$ cat config.mk
export PLATFORM = sky130hd
export DESIGN_NAME = gpio_pin_irq
export DESIGN_NICKNAME = d
export VERILOG_FILES = /design/src/rtl/gpio_pin_irq_pkg.sv /design/src/rtl/gpio_pin_irq_cfg.sv /design/src/rtl/gpio_pin_irq_detect.sv /design/src/rtl/gpio_pin_irq_merge.sv /design/src/rtl/gpio_pin_irq.sv
export SDC_FILE = /design/constraint.sdc
export NUM_CORES = 1
export LEC_CHECK = 0
export BUFFER_PORTS_ARGS = -buffer_cell sky130_fd_sc_hd__buf_2
export CAP_MARGIN = 40
export CORE_MARGIN = 2
export CORE_UTILIZATION = 45
export CTS_BUF_LIST = sky130_fd_sc_hd__clkbuf_8
export CTS_CLUSTER_DIAMETER = 150
export CTS_CLUSTER_SIZE = 12
export DETAILED_ROUTE_END_ITERATION = 16
export GPL_TIMING_DRIVEN = 0
export HOLD_SLACK_MARGIN = 0.05
export PLACE_DENSITY_LB_ADDON = 0.05
export SYNTH_ARGS = -nofsm -noshare
export SYNTH_HDL_FRONTEND = slang
export SYNTH_SLANG_ARGS = --single-unit
$ cat constraint.sdc
create_clock -name clk -period 2.05 [get_ports clk]
set_input_delay 0.1025 -clock clk [delete_from_list [all_inputs] [get_ports clk]]
set_output_delay 0.1025 -clock clk [all_outputs]
set_load 0.05 [all_outputs]
$ cat src/rtl/gpio_pin_irq_pkg.sv
package gpio_pin_irq_pkg;

    typedef enum logic [2:0] {
        SEL_TYPE   = 3'd0,
        SEL_POL    = 3'd1,
        SEL_ANY    = 3'd2,
        SEL_UNMASK = 3'd3,
        SEL_MASK   = 3'd4,
        SEL_CLEAR  = 3'd5
    } wr_sel_e;

endpackage

$ cat src/rtl/gpio_pin_irq_cfg.sv
module gpio_pin_irq_cfg
    import gpio_pin_irq_pkg::*;
#(
    parameter int NPIN = 32
) (
    input  logic            clk,
    input  logic            rst_n,
    input  logic            wr_en_i,
    input  logic [2:0]      wr_sel_i,
    input  logic [NPIN-1:0] wr_data_i,
    output logic [NPIN-1:0] type_o,
    output logic [NPIN-1:0] pol_o,
    output logic [NPIN-1:0] any_o,
    output logic [NPIN-1:0] mask_o
);

    typedef struct packed {
        logic [NPIN-1:0] typ;
        logic [NPIN-1:0] pol;
        logic [NPIN-1:0] any;
        logic [NPIN-1:0] mask;
    } cfg_t;

    localparam logic [NPIN-1:0] ALL_ONES = {NPIN{1'b1}};

    cfg_t    cfg_d, cfg_q;
    wr_sel_e sel;

    assign sel = wr_sel_e'(wr_sel_i);

    always_comb begin
        cfg_d = cfg_q;
        if (wr_en_i) begin
            case (sel)
                SEL_TYPE:   cfg_d.typ  = wr_data_i;
                SEL_POL:    cfg_d.pol  = wr_data_i;
                SEL_ANY:    cfg_d.any  = wr_data_i;
                SEL_UNMASK: cfg_d.mask = cfg_q.mask & ~wr_data_i;
                SEL_MASK:   cfg_d.mask = cfg_q.mask | wr_data_i;
                default:    cfg_d      = cfg_q;
            endcase
        end
    end

    always_ff @(posedge clk or negedge rst_n) begin
        if (!rst_n) begin
            cfg_q.typ  <= '0;
            cfg_q.pol  <= '0;
            cfg_q.any  <= '0;
            cfg_q.mask <= ALL_ONES;
        end else begin
            cfg_q <= cfg_d;
        end
    end

    assign type_o = cfg_q.typ;
    assign pol_o  = cfg_q.pol;
    assign any_o  = cfg_q.any;
    assign mask_o = cfg_q.mask;

endmodule

$ cat src/rtl/gpio_pin_irq_detect.sv
module gpio_pin_irq_detect #(
    parameter int NPIN = 32
) (
    input  logic            clk,
    input  logic            rst_n,
    input  logic [NPIN-1:0] pin_i,
    input  logic [NPIN-1:0] type_i,
    input  logic [NPIN-1:0] pol_i,
    input  logic [NPIN-1:0] any_i,
    input  logic [NPIN-1:0] clear_i,
    output logic [NPIN-1:0] status_o
);

    typedef struct packed {
        logic [NPIN-1:0] prev;
        logic [NPIN-1:0] status;
    } det_t;

    det_t            det_d, det_q;
    logic [NPIN-1:0] edge_hit;
    logic [NPIN-1:0] level_hit;

    // Per-pin condition decode
    for (genvar g = 0; g < NPIN; g++) begin : g_pin
        logic rise, fall;
        assign rise = pin_i[g] & ~det_q.prev[g];
        assign fall = ~pin_i[g] & det_q.prev[g];
        always_comb begin
            edge_hit[g]  = 1'b0;
            level_hit[g] = 1'b0;
            if (type_i[g]) begin
                if (any_i[g])      edge_hit[g] = rise | fall;
                else if (pol_i[g]) edge_hit[g] = rise;
                else               edge_hit[g] = fall;
            end else begin
                level_hit[g] = (pin_i[g] == pol_i[g]);
            end
        end
    end

    // Edges win over a clear; a held level is dropped for the clear cycle
    always_comb begin
        det_d.prev   = pin_i;
        det_d.status = (det_q.status & ~clear_i) | edge_hit | (level_hit & ~clear_i);
    end

    always_ff @(posedge clk or negedge rst_n) begin
        if (!rst_n) begin
            det_q <= '0;
        end else begin
            det_q <= det_d;
        end
    end

    assign status_o = det_q.status;

endmodule

$ cat src/rtl/gpio_pin_irq_merge.sv
module gpio_pin_irq_merge #(
    parameter int NPIN = 32
) (
    input  logic            clk,
    input  logic            rst_n,
    input  logic [NPIN-1:0] status_i,
    input  logic [NPIN-1:0] mask_i,
    output logic            irq_o
);

    logic irq_d, irq_q;

    always_comb begin
        irq_d = |(status_i & ~mask_i);
    end

    always_ff @(posedge clk or negedge rst_n) begin
        if (!rst_n) begin
            irq_q <= 1'b0;
        end else begin
            irq_q <= irq_d;
        end
    end

    assign irq_o = irq_q;

endmodule

$ cat src/rtl/gpio_pin_irq.sv
module gpio_pin_irq
    import gpio_pin_irq_pkg::*;
#(
    parameter int NPIN = 32
) (
    input  logic            clk,
    input  logic            rst_n,
    input  logic [NPIN-1:0] pin_i,
    input  logic            wr_en_i,
    input  logic [2:0]      wr_sel_i,
    input  logic [NPIN-1:0] wr_data_i,
    output logic [NPIN-1:0] type_o,
    output logic [NPIN-1:0] pol_o,
    output logic [NPIN-1:0] any_o,
    output logic [NPIN-1:0] mask_o,
    output logic [NPIN-1:0] status_o,
    output logic            irq_o
);

    logic [NPIN-1:0] clear_bits;

    assign clear_bits = (wr_en_i && wr_sel_i == SEL_CLEAR) ? wr_data_i : '0;

    gpio_pin_irq_cfg #(.NPIN(NPIN)) u_cfg (
        .clk       (clk),
        .rst_n     (rst_n),
        .wr_en_i   (wr_en_i),
        .wr_sel_i  (wr_sel_i),
        .wr_data_i (wr_data_i),
        .type_o    (type_o),
        .pol_o     (pol_o),
        .any_o     (any_o),
        .mask_o    (mask_o)
    );

    gpio_pin_irq_detect #(.NPIN(NPIN)) u_detect (
        .clk      (clk),
        .rst_n    (rst_n),
        .pin_i    (pin_i),
        .type_i   (type_o),
        .pol_i    (pol_o),
        .any_i    (any_o),
        .clear_i  (clear_bits),
        .status_o (status_o)
    );

    gpio_pin_irq_merge #(.NPIN(NPIN)) u_merge (
        .clk      (clk),
        .rst_n    (rst_n),
        .status_i (status_o),
        .mask_i   (mask_o),
        .irq_o    (irq_o)
    );

endmodule

Word-level counts from Yosys, hierarchy flattened:

Index checks and enable logic that the tools add are counted.

* flip-flop bits (word level): 193
* input port bits: 70
* output and inout bits: 161
* logic and storage cells: 352

* equality and inequality tests: 37
* multiplexer cells: 130
* bitwise operators: 170
* reduce and logical (&&, ||, !) cells: 8

Operators by type and width (count)
* 32-bit AND: 4
* 1-bit 2-to-1 mux: 128
* 32-bit inverter: 3
* 32-bit OR: 3
* 1-bit AND: 64
* 1-bit inverter: 64
* 32-bit case mux with 2 select lines: 1
* 1-bit equality test: 32
* 32-bit 2-to-1 mux: 1
* 1-bit OR: 32
* 32-bit OR reduction: 1
* 2-bit AND reduction: 4
* 3-bit by 2-bit equality test with 1-bit output (second input constant): 2
* 3-bit equality test (second input constant): 2
* 3-bit by 1-bit equality test with 1-bit output (second input constant): 1
* 3-bit zero test: 1
* 2-bit nonzero test: 1
* 1-bit logical AND: 1

Depth between registers and ports, before layout:

Gate-level depths: netlist of the first run.

* depth in word-level cells: 7
* gate-level depth with buffers: 6

Hierarchy:

Synthesis of the first run repeated with hierarchy kept, for this count alone.

* cell total of the unflattened synthesis: 926
* area total of the unflattened synthesis: 10921.7 um^2

Modules (own cells, without submodules)
* gpio_pin_irq_cfg: times used 1, cells an instance 388, area an instance 5864.4 um^2, sequential area each 3243.1 um^2
* gpio_pin_irq_detect: times used 1, cells an instance 448, area an instance 4524.3 um^2, sequential area each 1601.5 um^2
* gpio_pin_irq_merge: times used 1, cells an instance 54, area an instance 276.5 um^2, sequential area each 25.0 um^2
* gpio_pin_irq: times used 1, cells an instance 36, area an instance 256.5 um^2, sequential area each 0.0 um^2

Worst setup path after synthesis of the first run:

No wires, ideal clock.

* path kind: input port to flip-flop
* start: input wr_sel_i[1]
* end: register u_cfg.cfg_q (netlist bit u_cfg.type_o[10])
* arrival: 1201 ps
* required time: 1925 ps
* slack: 724 ps
* cell stages on the path: 4
* buffers on the path: 2
* cell sequence: buf_4 > nor4b_4 > buf_2 > mux2_2

* cells in the longest elaborated chain, start to end: 2

RTL lines
* start, declared: RTL line gpio_pin_irq.sv:10 `input logic [2:0] wr_sel_i,`
* 3-bit zero test: RTL line gpio_pin_irq_cfg.sv:34 `case (sel)`
* 2-bit AND reduction (no source line)
* end signal, assigned: RTL line gpio_pin_irq_cfg.sv:52 `cfg_q <= cfg_d;`
* end, declared: RTL line gpio_pin_irq_cfg.sv:26 `cfg_t cfg_d, cfg_q;`

No other way between the ends.
A chain may end at the register's enable or synchronous reset.

Final worst setup path of the first run:

* start: input wr_sel_i[1]
* end: register u_cfg.cfg_q (netlist bit u_cfg.type_o[21])

The elaborated chain is that of the path after synthesis.

==> results of run 1 <==
## layout by cell type (no fill, tap or decap), types with 2 or more instances in the layout
cell	synthesis	layout
inv_6	0	3
buf_4	33	33
buf_6	2	2
nand2_1	97	97
ha_1	64	64
bufinv_16	0	5
dfstp_2	32	32
buf_12	3	3
a22o_1	32	32
buf_2	13	241
nor4_1	4	4
o22ai_1	16	16
a21oi_1	64	64
o21ai_0	64	64
xor2_1	32	32
clkbuf_8	0	19
clkbuf_1	6	6
inv_1	96	98
buf_16	0	2
mux2_4	30	30
nor2b_1	32	32
dlygate4sd3_1	0	67
mux2_1	9	9
mux2_2	57	57
a211oi_1	32	32
dfrtp_1	161	161
## what timing repair did
action | 4_1_cts | 5_1_grt
hold buffers | 67 | 0
hold endpoints to repair | 303 | 0
setup buffers | 0 | 0
## synth_stat cells, types with 13 or more instances
| cell type | n |
|---|---|
| o22ai_1 | 16 |
| ha_1 | 64 |
| a211oi_1 | 32 |
| mux2_2 | 57 |
| buf_4 | 33 |
| dfrtp_1 | 161 |
| nand2_1 | 97 |
| xor2_1 | 32 |
| nor2b_1 | 32 |
| mux2_4 | 30 |
| buf_2 | 13 |
| dfstp_2 | 32 |
| a22o_1 | 32 |
| a21oi_1 | 64 |
| inv_1 | 96 |
| o21ai_0 | 64 |
## kinds of logic after synthesis
| logic type | Yosys count |
|---|---|
| XOR/XNOR | 32 |
| AND/OR/NAND/NOR | 140 |
| adder cells (fa/ha/maj) | 64 |
| buffers and inverters | 153 |
| flip-flops | 193 |
| multiplexers | 96 |
| AO/OA/AOI/OAI | 208 |
## worst max-delay path, cell delays in order
cell and delay (ns):
dlygate4sd3_1 0.55, buf_4 0.19, nor4b_4 0.41, buf_2 0.42, mux2_2 0.38
## report_power, final
| group | internal [µW] | switching [µW] |
|---|---|---|
| logic | 1280 | 2750 |
| registers | 4360 | 591 |
| clock network | 1520 | 1390 |
## through the flow
| step | std cells | area, µm² | hold slack, ns |
|---|---|---|---|
| 2_1_floorplan | 886 | 9850 | -0.193 |
| 3_3_place_gp | 1395 | 11400 | 0.268 |
| 3_5_place_dp | 1397 | 11400 | 0.0391 |
| 4_1_cts | 1496 | 12600 | 0.0581 |
| 5_1_grt | 1496 | 12600 | 0.0655 |
| 6_report | 1496 | 12600 | 0.0949 |
## how the worst max path moves through the flow
stage          cells past startpoint                      endpoint
2_1_floorplan                      4  u_cfg.type_o[10]$_DFFE_PN0P_
3_3_place_gp                       1  u_detect.det_q[57]$_DFF_PN0_
3_5_place_dp                       4  u_cfg.type_o[21]$_DFFE_PN0P_
4_1_cts                            5  u_cfg.type_o[21]$_DFFE_PN0P_
5_1_grt                            5   u_cfg.type_o[1]$_DFFE_PN0P_
6_report                           5  u_cfg.type_o[21]$_DFFE_PN0P_
## metal layers
layer	global-route usage, %	up-vias	part of all wire, %
li1	-	3620	-
met1	32.7	3717	48
met2	35.5	202	45
met3	4.79	30	5.0
met4	6.28	2	1.8
met5	0	-	0.051
## cell type report
class | count | area share [%]
plain buffers | 57 | 3.33
clock buffers | 19 | 2.08
clock inverters | 13 | 1.63
inverters | 96 | 2.87
multi-input cells | 540 | 33.5
flip-flops and latches | 193 | 38.8
well taps | 280 | 2.79
repair buffers | 298 | 15.0
==> flow_summary.yaml, run 1 <==
layout:
  post-route-util_pct: 57.9
  diodes: 0
  fillCellCount: 1878
  register_area_mm2: 0.00487
  nets: 1337
  multiInputGateArea_mm2: 0.00421
  drive_above_1_share_pct: 35.8
  area_growth_pct: 27.4
floorplanning:
  die_area_mm2: 0.0231
  io_pins: 231
  rows: 54
  core_area_mm2: 0.0217
  die_h_um: 152
  dieWidth_um: 152
  start_util_pct: 45.4
synth:
  synth-seq-cells: 193
  synth-adder-area-share_pct: 8.13
  muxShareOfSynthArea_pct: 12.1
  synth-seq-area-share_pct: 49.4
  yosysTopAreaCell: "dfrtp_1"
  yosysUniqueCellTypes: 28
  yosys_warnings: 0
  netlist_area_mm2: 0.00985
  yosys.area.top_type_share_pct: 40.9
  synth_xor_area_share_pct: 2.84
  synth_fp_nets: 1020
  synthTopCellsByArea: "dfrtp_1 41%, dfstp_2 8.5%, ha_1 8.1%"
  synth_compound_area_share_pct: 12.8
  synthArstFlopShare_pct: 100
  synth-edff-count: 0
  syn_inst: 886
  syn_area_per_cell_um2: 11.1
  synth_top_family_by_area: "compound AO/OA/AOI/OAI gates"
  synthFlopType: "dfrtp_1"
  synth-simple-area-share_pct: 6.81
critical_path:
  startpoint: "wr_sel_i[1]"
  regToRegSetupSlack_ns: 0.57
  worstPathArrival_ns: 2.05
  crit_type: "in2reg"
  end_kind: "flop"
  worstRegToRegCells: 3
  reg2reg_to: "u_merge.irq_o$_DFF_PN0_"
  worstSetupStartpointType: "primary input"
  crit_path_max_fanout: 10
  worst-endpoint-required_ns: 2.39
sta:
  slew_violations: 0
  finalSetupTns_ns: 0
  rsz0062_at_grt: "no"
  min_period_ns: 1.71
  hold_viol_final: 0
  relSlewSlack_pct: 58.7
  setup_viol: 0
  fmax_mhz: 584
  setup_ws_ns: 0.338
  tightest_slew_ns: 0.619
  skew_ns: 0.0161
  fin_crit_sh_pct: 83.5
clock_network:
  clkSinkCount: 193
  cts_tree: "built"
  clk_path_buf_depth: 2
  insertion_delay_ns: 0.47
  htreeDepth: 4
  cts_buffers: 17
  clk_pin_slew_ns: 0.09
  post_cts_resized: 0
  cts_root_buffer: "clkbuf_8"
global_route:
  grt_pass1_wl_um: 42100
  grt_overflow_total: 0
  grt_max_degree: 73
  grt_pass1_vias: 7586
  grt_use_total_pct: 22.9
  antenna_found_initial: 1
place:
  io_buffers: 229
  dp_hpwl_um: 18300
  gp_congestion: 0.812
  pre_cts_ws_ns: 0.413
outcome:
  status: "finished, final reports clean"
route:
  route.antenna.remaining_nets: 0
  drc: 0
  drt_wl_total_um: 25700
  first_iter_violations: 473
  routedWlPerCell_um: 17.2
  drtPass1Iterations: 5
  vias: 7571
  routed_via_density: 5.06
worst_hold_path:
  hold_depth: 3
  hp-start: "wr_sel_i[2]"
  hold_path_end: "u_cfg.type_o[31]$_DFFE_PN0P_"
  hold_path.class: "in2reg"
power_and_ir_drop:
  p_leak_uw: 0.00623
  p_per_area_mw_per_mm2: 948
  irDropWorstVdd_mv: 0.448
  finalPower_uw: 11900
run:
  drv_cap: 0
No activity file was read; power rests on OpenSTA's default activity.
==> run 2: changes to the inputs <==
- ABC_AREA: unset -> 1
- clock period: 2.05 -> 1.5 ns (I/O delays scaled with it)
==> run 2 against run 1 <==
  * Largest cell class unchanged
  * Clock skew grew 0.0028 ns
  * Power increased by 28%
  * Critical path type is now reg2out
  * Critical endpoint is now mask_o[16]
  * Critical path depth is 4 lower
  * Sequential power increased by 35%
  * Via count rose by 17%
  * Sequential cell count is the same
  * Count of clock-buffer cells in the layout increased by 1
  * Core utilization fell by 0.23 points
  * Global-route usage increased by 1.1 points
  * Non-clock buffer count grew 3
  * Clock power rose by 19%
==> flow_summary.yaml, run 2 <==
critical_path:
  crit_path_max_incr_delay_ns: 0.57
  path_buf_inv: 1
  path_delay_family: "flip-flops"
  crit_type: "reg2out"
  worstSetupStartpointType: "flop"
  end_kind: "output port"
  crit_path_max_fanout: 3
  worst-endpoint-required_ns: 1.42
  crit_chain: "buf_2"
  crit_slowest_cell: "dfstp_2"
  worstPathArrival_ns: 1.30
synth:
  synthFlopType: "dfrtp_1"
  yosys_warnings: 0
  syn_area_per_cell_um2: 7.94
  synth-seq-area-share_pct: 48.8
  yosysMostFrequentCell: "nand2_1"
  synthTopCellsByCount: "437 x nand2_1, 196 x inv_1, 161 x dfrtp_1, 161 x o21ai_0, 64 x ha_1"
  synthTopCellsByArea: "dfrtp_1 40%, nand2_1 16%, dfstp_2 8.4%"
  synth-seq-cells: 193
  synth_fp_nets: 1391
  synthArstFlopShare_pct: 100
  yosys.area.top_type_share_pct: 40.4
  yosysUniqueCellTypes: 18
  yosysTopAreaCell: "dfrtp_1"
  synth-edff-count: 0
  netlist_area_mm2: 0.00998
  syn_inst: 1257
power_and_ir_drop:
  p_switching_uw: 6500
  power_frac_clock_pct: 22.7
  p_leak_uw: 0.00687
  switching_share_pct: 42.5
  p_per_area_mw_per_mm2: 1210
  irDropWorstVdd_mv: 0.629
  cellInternalPower_uw: 8780
  sequentialPowerShare_pct: 43.7
  pwr-share-comb_pct: 33.5
  finalPower_uw: 15300
clock_network:
  clk_pin_slew_ns: 0.12
  cts_root_buffer: "clkbuf_8"
  htreeDepth: 4
  clk_path_buf_depth: 2
  cts_tree: "built"
  insertion_delay_ns: 0.47
  cts_buffers: 17
  clkSinkCount: 193
global_route:
  grt_pass1_wl_um: 44700
  antenna_found_initial: 2
  grt_max_degree: 105
  grt_use_total_pct: 23.9
  grt_pass1_vias: 8437
  grt_overflow_total: 0
outcome:
  status: "finished, final reports clean"
sta:
  relSlewSlack_pct: 48.2
  tightest_slew_ns: 0.778
  hold_viol_final: 0
  finalSetupTns_ns: 0
  fin_crit_sh_pct: 91.6
  min_period_ns: 1.37
  timing.hold.ws_ns: 0.128
  setup_ws_ns: 0.126
  setup_viol: 0
  skew_ns: 0.0189
  slew_violations: 0
  fmax_mhz: 728
  rsz0062_at_grt: "no"
layout:
  mostFrequentLayoutCell: "nand2_1"
  fillCellCount: 2134
  nets: 1706
  area_growth_pct: 26.0
  final_cell_mix: "437 x nand2_1, 234 x buf_2, 196 x inv_1"
  fin_area_mm2: 0.0126
  drive_above_1_share_pct: 21.4
place:
  io_buffers: 230
  dpl_cell_area_mm2: 0.0115
  pre_cts_ws_ns: -0.134
  dp_hpwl_um: 19300
  gp_congestion: 0.818
worst_hold_path:
  hold_path.class: "in2reg"
floorplanning:
  io_pins: 231
  rows: 54
  die_h_um: 153
  core_area_mm2: 0.0218
  start_util_pct: 45.7
  die_area_mm2: 0.0234
  dieWidth_um: 153
route:
  vias: 8833
  route.antenna.remaining_nets: 0
  routed_via_density: 4.73
  routedWlPerCell_um: 14.7
  drt_wl_total_um: 27400
  first_iter_violations: 443
  drtPass1Iterations: 5
  drc: 0
run:
  drv_cap: 0
run 2: worst paths after layout:
| path | from | to | slack [ns] | cells after the start |
|---|---|---|---|---|
| max | flop | mask_o[16] | 0.13 | 1 |
| min | wr_sel_i[1] | u_cfg.any_o[3]$_DFFE_PN0P_ | 0.13 | 4 |
| max reg2reg | flop | u_merge.irq_o$_DFF_PN0_ | 0.17 | 7 |
| min reg2reg | flop | flop | 0.47 | 2 |
| max in group asynchronous | rst_n | async pin | 0.29 | 3 |
| min in group asynchronous | rst_n | u_detect.det_q[38]$_DFF_PN0_ | 0.20 | 2 |
run 2: power groups by stage:
stage                     sequential (µW)  combinational (µW)  clock [µW]
final                                6680                5120        3470
after global placement               6770                4940           0
after CTS                            6680                5160        3560
after detailed placement             6770                5020           0
after floorplan                      8700                1620           0
after global routing                 6820                5560        3750
run 2: metrics by stage:
step | instances | util, %
2_1_floorplan | 1257 | -
3_3_place_gp | 1767 | 52.6
3_5_place_dp | 1768 | 52.8
4_1_cts | 1865 | 57.6
5_1_grt | 1867 | 57.6
6_report | 1867 | 57.6
run 2: worst reg2reg max path, cell delays in order, from the launching register on:
cell	delay, ns
dfstp_2	0.55
inv_1	0.04
nand2_1	0.06
nand2_1	0.05
nor2_1	0.15
nand2_1	0.10
nor2_2	0.19
nand2_1	0.07
run 2: logic make-up after synthesis:
kind of cell / synth area share [%]
AND/OR/NAND/NOR: 20.0
buffers and inverters: 11.1
AO/OA/AOI/OAI: 12.1
flip-flops: 48.8
adder cells (fa/ha/maj): 8.02
run 2: cell type report:
class	instances	area (µm²)	share of cell area, %
Inverter	196	736	5.85
Antenna cell	2	5.00	0.0398
Tap cell	280	350	2.78
Multi-Input combinational cell	806	4010	31.9
Sequential cell	193	4870	38.7
Timing Repair Buffer	296	1840	14.6
Clock inverter	12	125	0.995
Buffer	62	370	2.94
Clock buffer	20	275	2.19
run 2: routing by layer:
layer / GRT usage, % / share of wire (%)
met4: 5.91 / 1.3
met5: 0 / 0
met3: 4.39 / 5.0
met2: 38.2 / 46
met1: 34.1 / 47
run 2: repair_timing:
item	4_1_cts	5_1_grt
resized for setup	0	1
setup buffers	0	0
hold endpoints to repair	279	0
endpoints found under the setup margin	0	1
hold buffers	65	0
